===== src/rtl/uart_irq_pkg.sv =====
package uart_irq_pkg;
  localparam int CODE_W   = 3;
  localparam int SRC_W    = 1 << CODE_W;
  // event bits honoured per channel kind (bit index = code value)
  localparam logic [SRC_W-1:0] DEV_CH_MASK   = 8'b1101_1111; // channel 0: all but unused code
  localparam logic [SRC_W-1:0] PLAIN_CH_MASK = 8'b0001_1110; // other channels: codes 1..4
  localparam int WAKE_BIT = 0;
endpackage


===== src/rtl/irq_prio_enc.sv =====
module irq_prio_enc
  import uart_irq_pkg::*;
(
  input  logic [SRC_W-1:0]  pend,
  output logic [CODE_W-1:0] code,
  output logic [SRC_W-1:0]  sel,
  output logic              any
);
  logic found;
  always_comb begin
    code  = '0;
    sel   = '0;
    found = 1'b0;
    for (int i = 1; i < SRC_W; i++) begin
      if (pend[i] && !found) begin
        code   = CODE_W'(i);
        sel[i] = 1'b1;
        found  = 1'b1;
      end
    end
    if (!found && pend[WAKE_BIT]) sel[WAKE_BIT] = 1'b1;
    any = |pend;
  end
endmodule


===== src/rtl/irq_src_pending.sv =====
module irq_src_pending
  import uart_irq_pkg::*;
#(
  parameter logic [SRC_W-1:0] MASK = PLAIN_CH_MASK
) (
  input  logic             clk,
  input  logic             rst,
  input  logic [SRC_W-1:0] evt,
  input  logic             clr,
  input  logic [SRC_W-1:0] shown,
  output logic [SRC_W-1:0] pend
);
  logic [SRC_W-1:0] retire;
  logic [SRC_W-1:0] pend_n;

  always_comb begin
    retire = clr ? shown : '0;
    // new events are applied after the retire so a colliding event survives
    pend_n = (pend & ~retire) | (evt & MASK);
  end

  always_ff @(posedge clk) begin
    if (rst) pend <= '0;
    else     pend <= pend_n;
  end
endmodule


===== src/rtl/uart_irq_agg.sv =====
module uart_irq_agg
  import uart_irq_pkg::*;
#(
  parameter int NCH    = 2,
  parameter int WORD_W = 32,
  parameter int SUM_W  = 8
) (
  input  logic                   clk,
  input  logic                   rst,
  input  logic [NCH*SRC_W-1:0]   src_evt_i,
  input  logic [NCH-1:0]         clr_i,
  output logic [WORD_W-1:0]      irq_word_o
);
  localparam int CODE_LSB = SUM_W;

  logic [NCH-1:0][SRC_W-1:0]  pend;
  logic [NCH-1:0][SRC_W-1:0]  sel;
  logic [NCH-1:0][CODE_W-1:0] code;
  logic [NCH-1:0]             any;

  for (genvar c = 0; c < NCH; c++) begin : g_ch
    localparam logic [SRC_W-1:0] M = (c == 0) ? DEV_CH_MASK : PLAIN_CH_MASK;
    irq_src_pending #(.MASK(M)) u_pend (
      .clk   (clk),
      .rst   (rst),
      .evt   (src_evt_i[c*SRC_W +: SRC_W]),
      .clr   (clr_i[c]),
      .shown (sel[c]),
      .pend  (pend[c])
    );
    irq_prio_enc u_enc (
      .pend (pend[c]),
      .code (code[c]),
      .sel  (sel[c]),
      .any  (any[c])
    );
  end

  always_comb begin
    irq_word_o = '0;
    for (int c = 0; c < NCH; c++) begin
      irq_word_o[c] = any[c];
      irq_word_o[CODE_LSB + c*CODE_W +: CODE_W] = code[c];
    end
  end
endmodule


===== config.mk =====
export PLATFORM = sky130hd
export DESIGN_NAME = uart_irq_agg
export DESIGN_NICKNAME = d
export VERILOG_FILES = /design/src/rtl/uart_irq_pkg.sv /design/src/rtl/irq_prio_enc.sv /design/src/rtl/irq_src_pending.sv /design/src/rtl/uart_irq_agg.sv
export SDC_FILE = /design/constraint.sdc
export NUM_CORES = 1
export LEC_CHECK = 0
export ABC_AREA = 1
export BUFFER_PORTS_ARGS = -buffer_cell sky130_fd_sc_hd__buf_2
export CORE_UTILIZATION = 49
export CTS_CLUSTER_DIAMETER = 80
export DETAILED_ROUTE_END_ITERATION = 12
export HOLD_SLACK_MARGIN = 0.12
export PLACE_DENSITY = 0.86
export SLEW_MARGIN = 20
export SYNTH_ARGS = -nofsm -noshare
export SYNTH_HDL_FRONTEND = slang
export SYNTH_HIERARCHICAL = 1
export SYNTH_SLANG_ARGS = --single-unit

===== constraint.sdc =====
create_clock -name clk -period 1.8 [get_ports clk]
set_clock_uncertainty 0.05 [all_clocks]
set_input_delay 0.18 -clock clk [delete_from_list [all_inputs] [get_ports clk]]
set_output_delay 0.18 -clock clk [all_outputs]
set_load 0.02 [all_outputs]

==> results of run 1 <==
[worst max path at each step]
stage	from	endpoint	slack, ns
CTS	g_ch[0].u_pend/pend[2]	irq_word_o[9]	0.23
detailed placement	g_ch[0].u_pend/pend[2]	irq_word_o[9]	0.57
global placement	g_ch[1].u_pend/pend[2]	irq_word_o[12]	0.57
floorplan	g_ch[1].u_pend/pend[2]	irq_word_o[12]	0.61
global route	g_ch[1].u_pend/pend[2]	irq_word_o[11]	0.08
finish	g_ch[0].u_pend/pend[2]	irq_word_o[9]	0.23
[cell families after synthesis]
kind of cell    share of synthesized area
other cells                       0.00334
simple gates                        0.333
flops                               0.285
buf+inv                             0.287
compound gates                     0.0914
[power by group]
group / internal (mW) / switching, mW
clock: 0.123 / 0.124
combinational: 0.0771 / 0.155
sequential: 0.372 / 0.0184
[cell usage after synthesis, drive strengths merged]
library cell	instances
nor2	25
nand4	2
a21oi	11
clkbuf	2
nand2	42
buf	28
o21ai	4
inv	27
nor3	4
dfxtp	16
nand3	4
a31oi	2
conb	1
[worst register-to-register path: cells and delay by family, from the launching register on]
family,cells,cell delay (ns)
simple gates,7,0.62
flops,1,0.37
compound gates,1,0.05
[layout by cell type, fill, tap and decap left out]
cell type,instances
a21oi_2,4
dfxtp_1,16
nor2_2,6
nand2_2,12
o21ai_1,2
buf_2,22
clkbuf_8,1
nor2_1,17
nor3_2,2
inv_1,27
dlygate4sd3_1,11
o21ai_0,2
clkbuf_4,3
nand4_1,2
a31oi_1,2
nor3_1,2
nand2_1,30
conb_1,24
nor2_4,2
nand3_1,4
a21oi_1,7
[layer usage]
| metal | part of all wire | up-vias | GRT usage |
|---|---|---|---|
| li1 | - | 515 | - |
| met1 | 0.45 | 394 | 0.180 |
| met2 | 0.48 | 40 | 0.311 |
| met3 | 0.054 | 4 | 0.0340 |
| met4 | 0.016 | 0 | 0.0810 |
| met5 | 0 | - | 0 |
[final cells by class]
cell class                      count  area (um^2)  share of cell area
Clock buffer                        4         36.3              0.0284
Timing Repair Buffer               33          220               0.172
Tap cell                           27         33.8              0.0264
Inverter                           27          101              0.0793
Multi-Input combinational cell    118          567               0.443
Sequential cell                    16          320               0.250
[stage by stage]
step                      hold slack [ns]  utilization  worst slack [ns]  power (mW)
final                               0.196        0.620             0.231       0.870
after global routing                0.205        0.620            0.0836       0.920
after CTS                           0.181        0.620             0.227       0.875
after detailed placement            0.377        0.549             0.571       0.610
after global placement              0.368        0.549             0.575       0.606
after floorplan                     0.264            -             0.612       0.610
==> impl_metrics.csv, run 1 <==
group,metric,value,unit
outcome,outcome,"complete, no violations",
sta,drv_slew,0,
synthesis,ys_warn_count,6,
final_layout,reg_top3,"g_ch.u_pend/pend: 16 flops",
sta,finalSetupViolations,0,
worst_setup_path,critPathMaxStageDelay,0.37,ns
worst_setup_path,timing_worst_setup_path_type,"flip-flop to output port",
place,gp_congestion,0.824,
route,antenna_left,0,
worst_setup_path,end_kind,"output port",
clocking,cts.clk_slew.worst_paths,0.10,ns
route,vias_per_cell,4.24,
synthesis,netlist_top_cells_area,"dfxtp_1 29%, buf_4 17%, nand2_1 10%",
sta,fmax,0.637,GHz
route,drc_errors,0,
route,firstDrtPassIters,5,
final_layout,area_growth,13.9,%
floorplan,placement_rows,16,
floorplan,die_h,49.9,um
place,dp_hpwl,1320,um
sta,timing.final.crit_period,1.57,ns
synthesis,ys_types,22,
synthesis,synth_largest_area_cell,"dfxtp_1",
synthesis,yosysSeqAreaShare,0.285,
run,max_cap_viol_count,0,
worst_setup_path,cp_cell_sequence,"nor2_2 -> nand4_1 -> o21ai_1 -> buf_2",
place,placed_area,0.00113,mm^2
final_layout,regMostFlops,"g_ch.u_pend/pend",
clocking,cts-buffers-inserted,3,
worst_hold_path,min_from,"clr_i[0]",
worst_setup_path,ff2ff_setup_slack,0.60,ns
worst_setup_path,path_delay_family,"flip-flops",
global_routing,antenna_found_initial,0,
final_layout,layout.cells.non_filler,225,
worst_hold_path,holdPathStages,4,
final_layout,nets,219,
final_layout,num_antenna_cells,0,
clocking,clock-sinks,16,
worst_setup_path,path_max_fanout,5,
global_routing,grt_pass1_vias,788,
power,p_per_area,680,mW/mm^2
route,wl_per_cell,8.69,um
sta,finalHoldViolCount,0,
worst_setup_path,arrival,1.34,ns
floorplan,ios,52,
global_routing,grtUsageTotal,0.168,
global_routing,grt_pass1_wl,3160,um
clocking,cts_setup_buffers,0,
place,place_inst,210,
place,io_buffers,22,
route,drt-total-wl,1960,um
worst_hold_path,hp-class,"input pin to flip-flop",
power,p_leak,0.615,nW
synthesis,synth.cell_area,0.00112,mm^2
worst_setup_path,crit_required,1.57,ns
synthesis,avgSynthCellArea,6.68,um^2
floorplan,core-area,0.00206,mm^2
worst_setup_path,critical-path-slowest-cell,"dfxtp_1",
sta,rsz0062_at_grt,"false",
clocking,cts-root-buf,"clkbuf_4",
synthesis,syn_inst,168,
final_layout,stdcell_area,0.00128,mm^2
clocking,insertion_delay,0.29,ns
floorplan,start_util,0.544,
clocking,post_cts_resized,0,
worst_setup_path,start_kind,"flip-flop",
global_routing,overflow,0,
route,first_iter_violations,27,
sta,fin_crit_sh,0.872,
final_layout,fill_cells,202,
worst_setup_path,crit_cells,4,
final_layout,largest_reg_flops,16,
sta,setup_tns,0,ns
synthesis,ys_ff_latch,16,
synthesis,synth_top_area_frac,0.285,
clocking,clk_path_buf_depth,2,
clocking,cts_tree,"done",
worst_setup_path,timing.rr.start,"g_ch[0].u_pend/pend[2]",
worst_setup_path,r2r_cells,8,
worst_setup_path,reg2reg_to,"g_ch[0].u_pend/pend[0]",
floorplan,dieArea,0.00249,mm^2
global_routing,grt_start_max_net_pins,17,
final_layout,drive_gt1_frac,0.263,
worst_setup_path,path_buf_inv,1,
clocking,h-tree-depth,1,
worst_hold_path,hold_end,"g_ch[0].u_pend/pend[5]",
clocking,hold_buffers,11,
power,peakVddDrop,0.000324,V
floorplan,dieWidth,49.9,um
route,num_vias,953,
Power figures use the tool's default switching activity.
==> run 2: changes to the inputs <==
clock period = 1.9 ns   (was 1.8 ns; I/O delays follow)
==> run 2 against run 1 <==
Net effect:
- via count grew 0.63%
- flip-flop and latch count is the same
- die area unchanged
- non-clock buffer count did not move
- critical path depth unchanged
- sequential share of layout area unchanged
- first-iteration DRC count shrank 30%
==> impl_metrics.csv, run 2 (synthesized netlist as in run 1, its figures left out) <==
group,metric,value,unit
worst_setup_path,path_max_fanout,5,
final_layout,num_antenna_cells,0,
worst_setup_path,r2r_cells,8,
worst_setup_path,crit_required,1.66,ns
sta,drv_slew,0,
sta,timing.final.crit_period,1.57,ns
worst_hold_path,holdPathStages,4,
global_routing,met1_usage,0.181,
final_layout,fill_cells,213,
worst_hold_path,min_from,"clr_i[0]",
clocking,clock-sinks,16,
clocking,clk_path_buf_depth,2,
route,wl_per_cell,8.50,um
global_routing,antenna_found_initial,0,
final_layout,drive_gt1_frac,0.263,
route,antenna_left,0,
final_layout,area_growth,13.9,%
route,drc_errors,0,
route,vias_per_cell,4.26,
sta,finalSetupViolations,0,
clocking,hold_buffers,11,
clocking,cts-root-buf,"clkbuf_4",
global_routing,grt_pass1_vias,841,
global_routing,grt_pass1_wl,3280,um
place,place_ws,0.662,ns
clocking,cts_tree,"done",
clocking,cts_setup_buffers,0,
power,peakVddDrop,0.000379,V
power,p_leak,0.615,nW
final_layout,nets,219,
worst_hold_path,hp-class,"input pin to flip-flop",
clocking,cts.clk_slew.worst_paths,0.09,ns
final_layout,regMostFlops,"g_ch.u_pend/pend",
sta,rsz0062_at_grt,"false",
worst_setup_path,arrival,1.33,ns
place,gp_congestion,0.824,
floorplan,ios,52,
final_layout,final_common_cell,"nand2_1",
worst_setup_path,timing_worst_setup_path_type,"flip-flop to output port",
route,drt-total-wl,1910,um
floorplan,dieArea,0.00249,mm^2
global_routing,grtUsageTotal,0.175,
clocking,post_cts_resized,0,
sta,fmax,0.637,GHz
sta,setup_tns,0,ns
worst_setup_path,end_kind,"output port",
final_layout,largest_reg_flops,16,
clocking,h-tree-depth,1,
sta,fin_ws,0.329,ns
final_layout,reg_top3,"g_ch.u_pend/pend: 16 flops",
route,firstDrtPassIters,4,
worst_setup_path,ff2ff_setup_slack,0.70,ns
sta,fin_crit_sh,0.827,
worst_setup_path,reg2reg_to,"g_ch[0].u_pend/pend[0]",
clocking,cts-buffers-inserted,3,
global_routing,busiest_layer,"met2",
run,max_cap_viol_count,0,
worst_hold_path,hold_end,"g_ch[0].u_pend/pend[5]",
outcome,outcome,"complete, no violations",
global_routing,grtUsageMet2,0.336,
clocking,insertion_delay,0.29,ns
worst_setup_path,start_kind,"flip-flop",
place,dp_hpwl,1320,um
global_routing,overflow,0,
floorplan,start_util,0.544,
power,p_per_area,637,mW/mm^2
route,num_vias,959,
sta,finalHoldViolCount,0,
place,io_buffers,22,
floorplan,placement_rows,16,
floorplan,dieWidth,49.9,um
global_routing,gr-usage-met3,0.0278,
floorplan,die_h,49.9,um
floorplan,core-area,0.00206,mm^2
final_layout,layout_common_cells,"30 x nand2_1, 27 x inv_1, 24 x conb_1",
global_routing,grt_start_max_net_pins,17,
route,first_iter_violations,19,
worst_setup_path,timing.rr.start,"g_ch[0].u_pend/pend[2]",
run 2: cell counts in the layout (fill, tap and decap cells not counted):
Identical to the previous run, type by type.
run 2: area by class of cell:
cell class                 count  area, um^2  share of cell area
inverter                      27         101              0.0793
clock buffer                   4        36.3              0.0284
tap                           27        33.8              0.0264
sequential                    16         320               0.250
multi-input combinational    118         567               0.443
timing repair buffer          33         220               0.172
run 2: where the power goes:
part / internal [mW] / total [mW] / switching, mW
logic: 0.0731 / 0.219 / 0.146
clock network: 0.117 / 0.226 / 0.109
registers: 0.352 / 0.369 / 0.0166
run 2: metrics by stage:
stage,power (mW),hold WS (ns),area (um^2),std cells,utilization
global route,0.867,0.212,1280,225,0.620
detailed placement,0.577,0.381,1130,210,0.549
floorplan,0.578,0.274,1210,191,-
global placement,0.574,0.378,1130,210,0.549
CTS,0.823,0.199,1280,225,0.620
finish,0.814,0.208,1280,225,0.620
run 2: routing by layer:
layer	up-vias	share of wire
li1	517	-
met1	408	0.45
met2	32	0.50
met3	2	0.039
met4	0	0.0089
met5	-	0
run 2: critical path: stages (launching register included):
cell,delay [ns]
dfxtp_1,0.36
nor2_2,0.15
nand4_1,0.17
o21ai_1,0.18
buf_2,0.18
run 2: worst max-delay path by stage:
| stage | startpoint | to |
|---|---|---|
| 2_1_floorplan | g_ch[1].u_pend/pend[2] | irq_word_o[12] |
| 3_3_place_gp | g_ch[1].u_pend/pend[2] | irq_word_o[12] |
| 3_5_place_dp | g_ch[0].u_pend/pend[2] | irq_word_o[8] |
| 4_1_cts | g_ch[1].u_pend/pend[3] | irq_word_o[12] |
| 5_1_grt | g_ch[1].u_pend/pend[2] | irq_word_o[11] |
| 6_report | g_ch[1].u_pend/pend[2] | irq_word_o[12] |
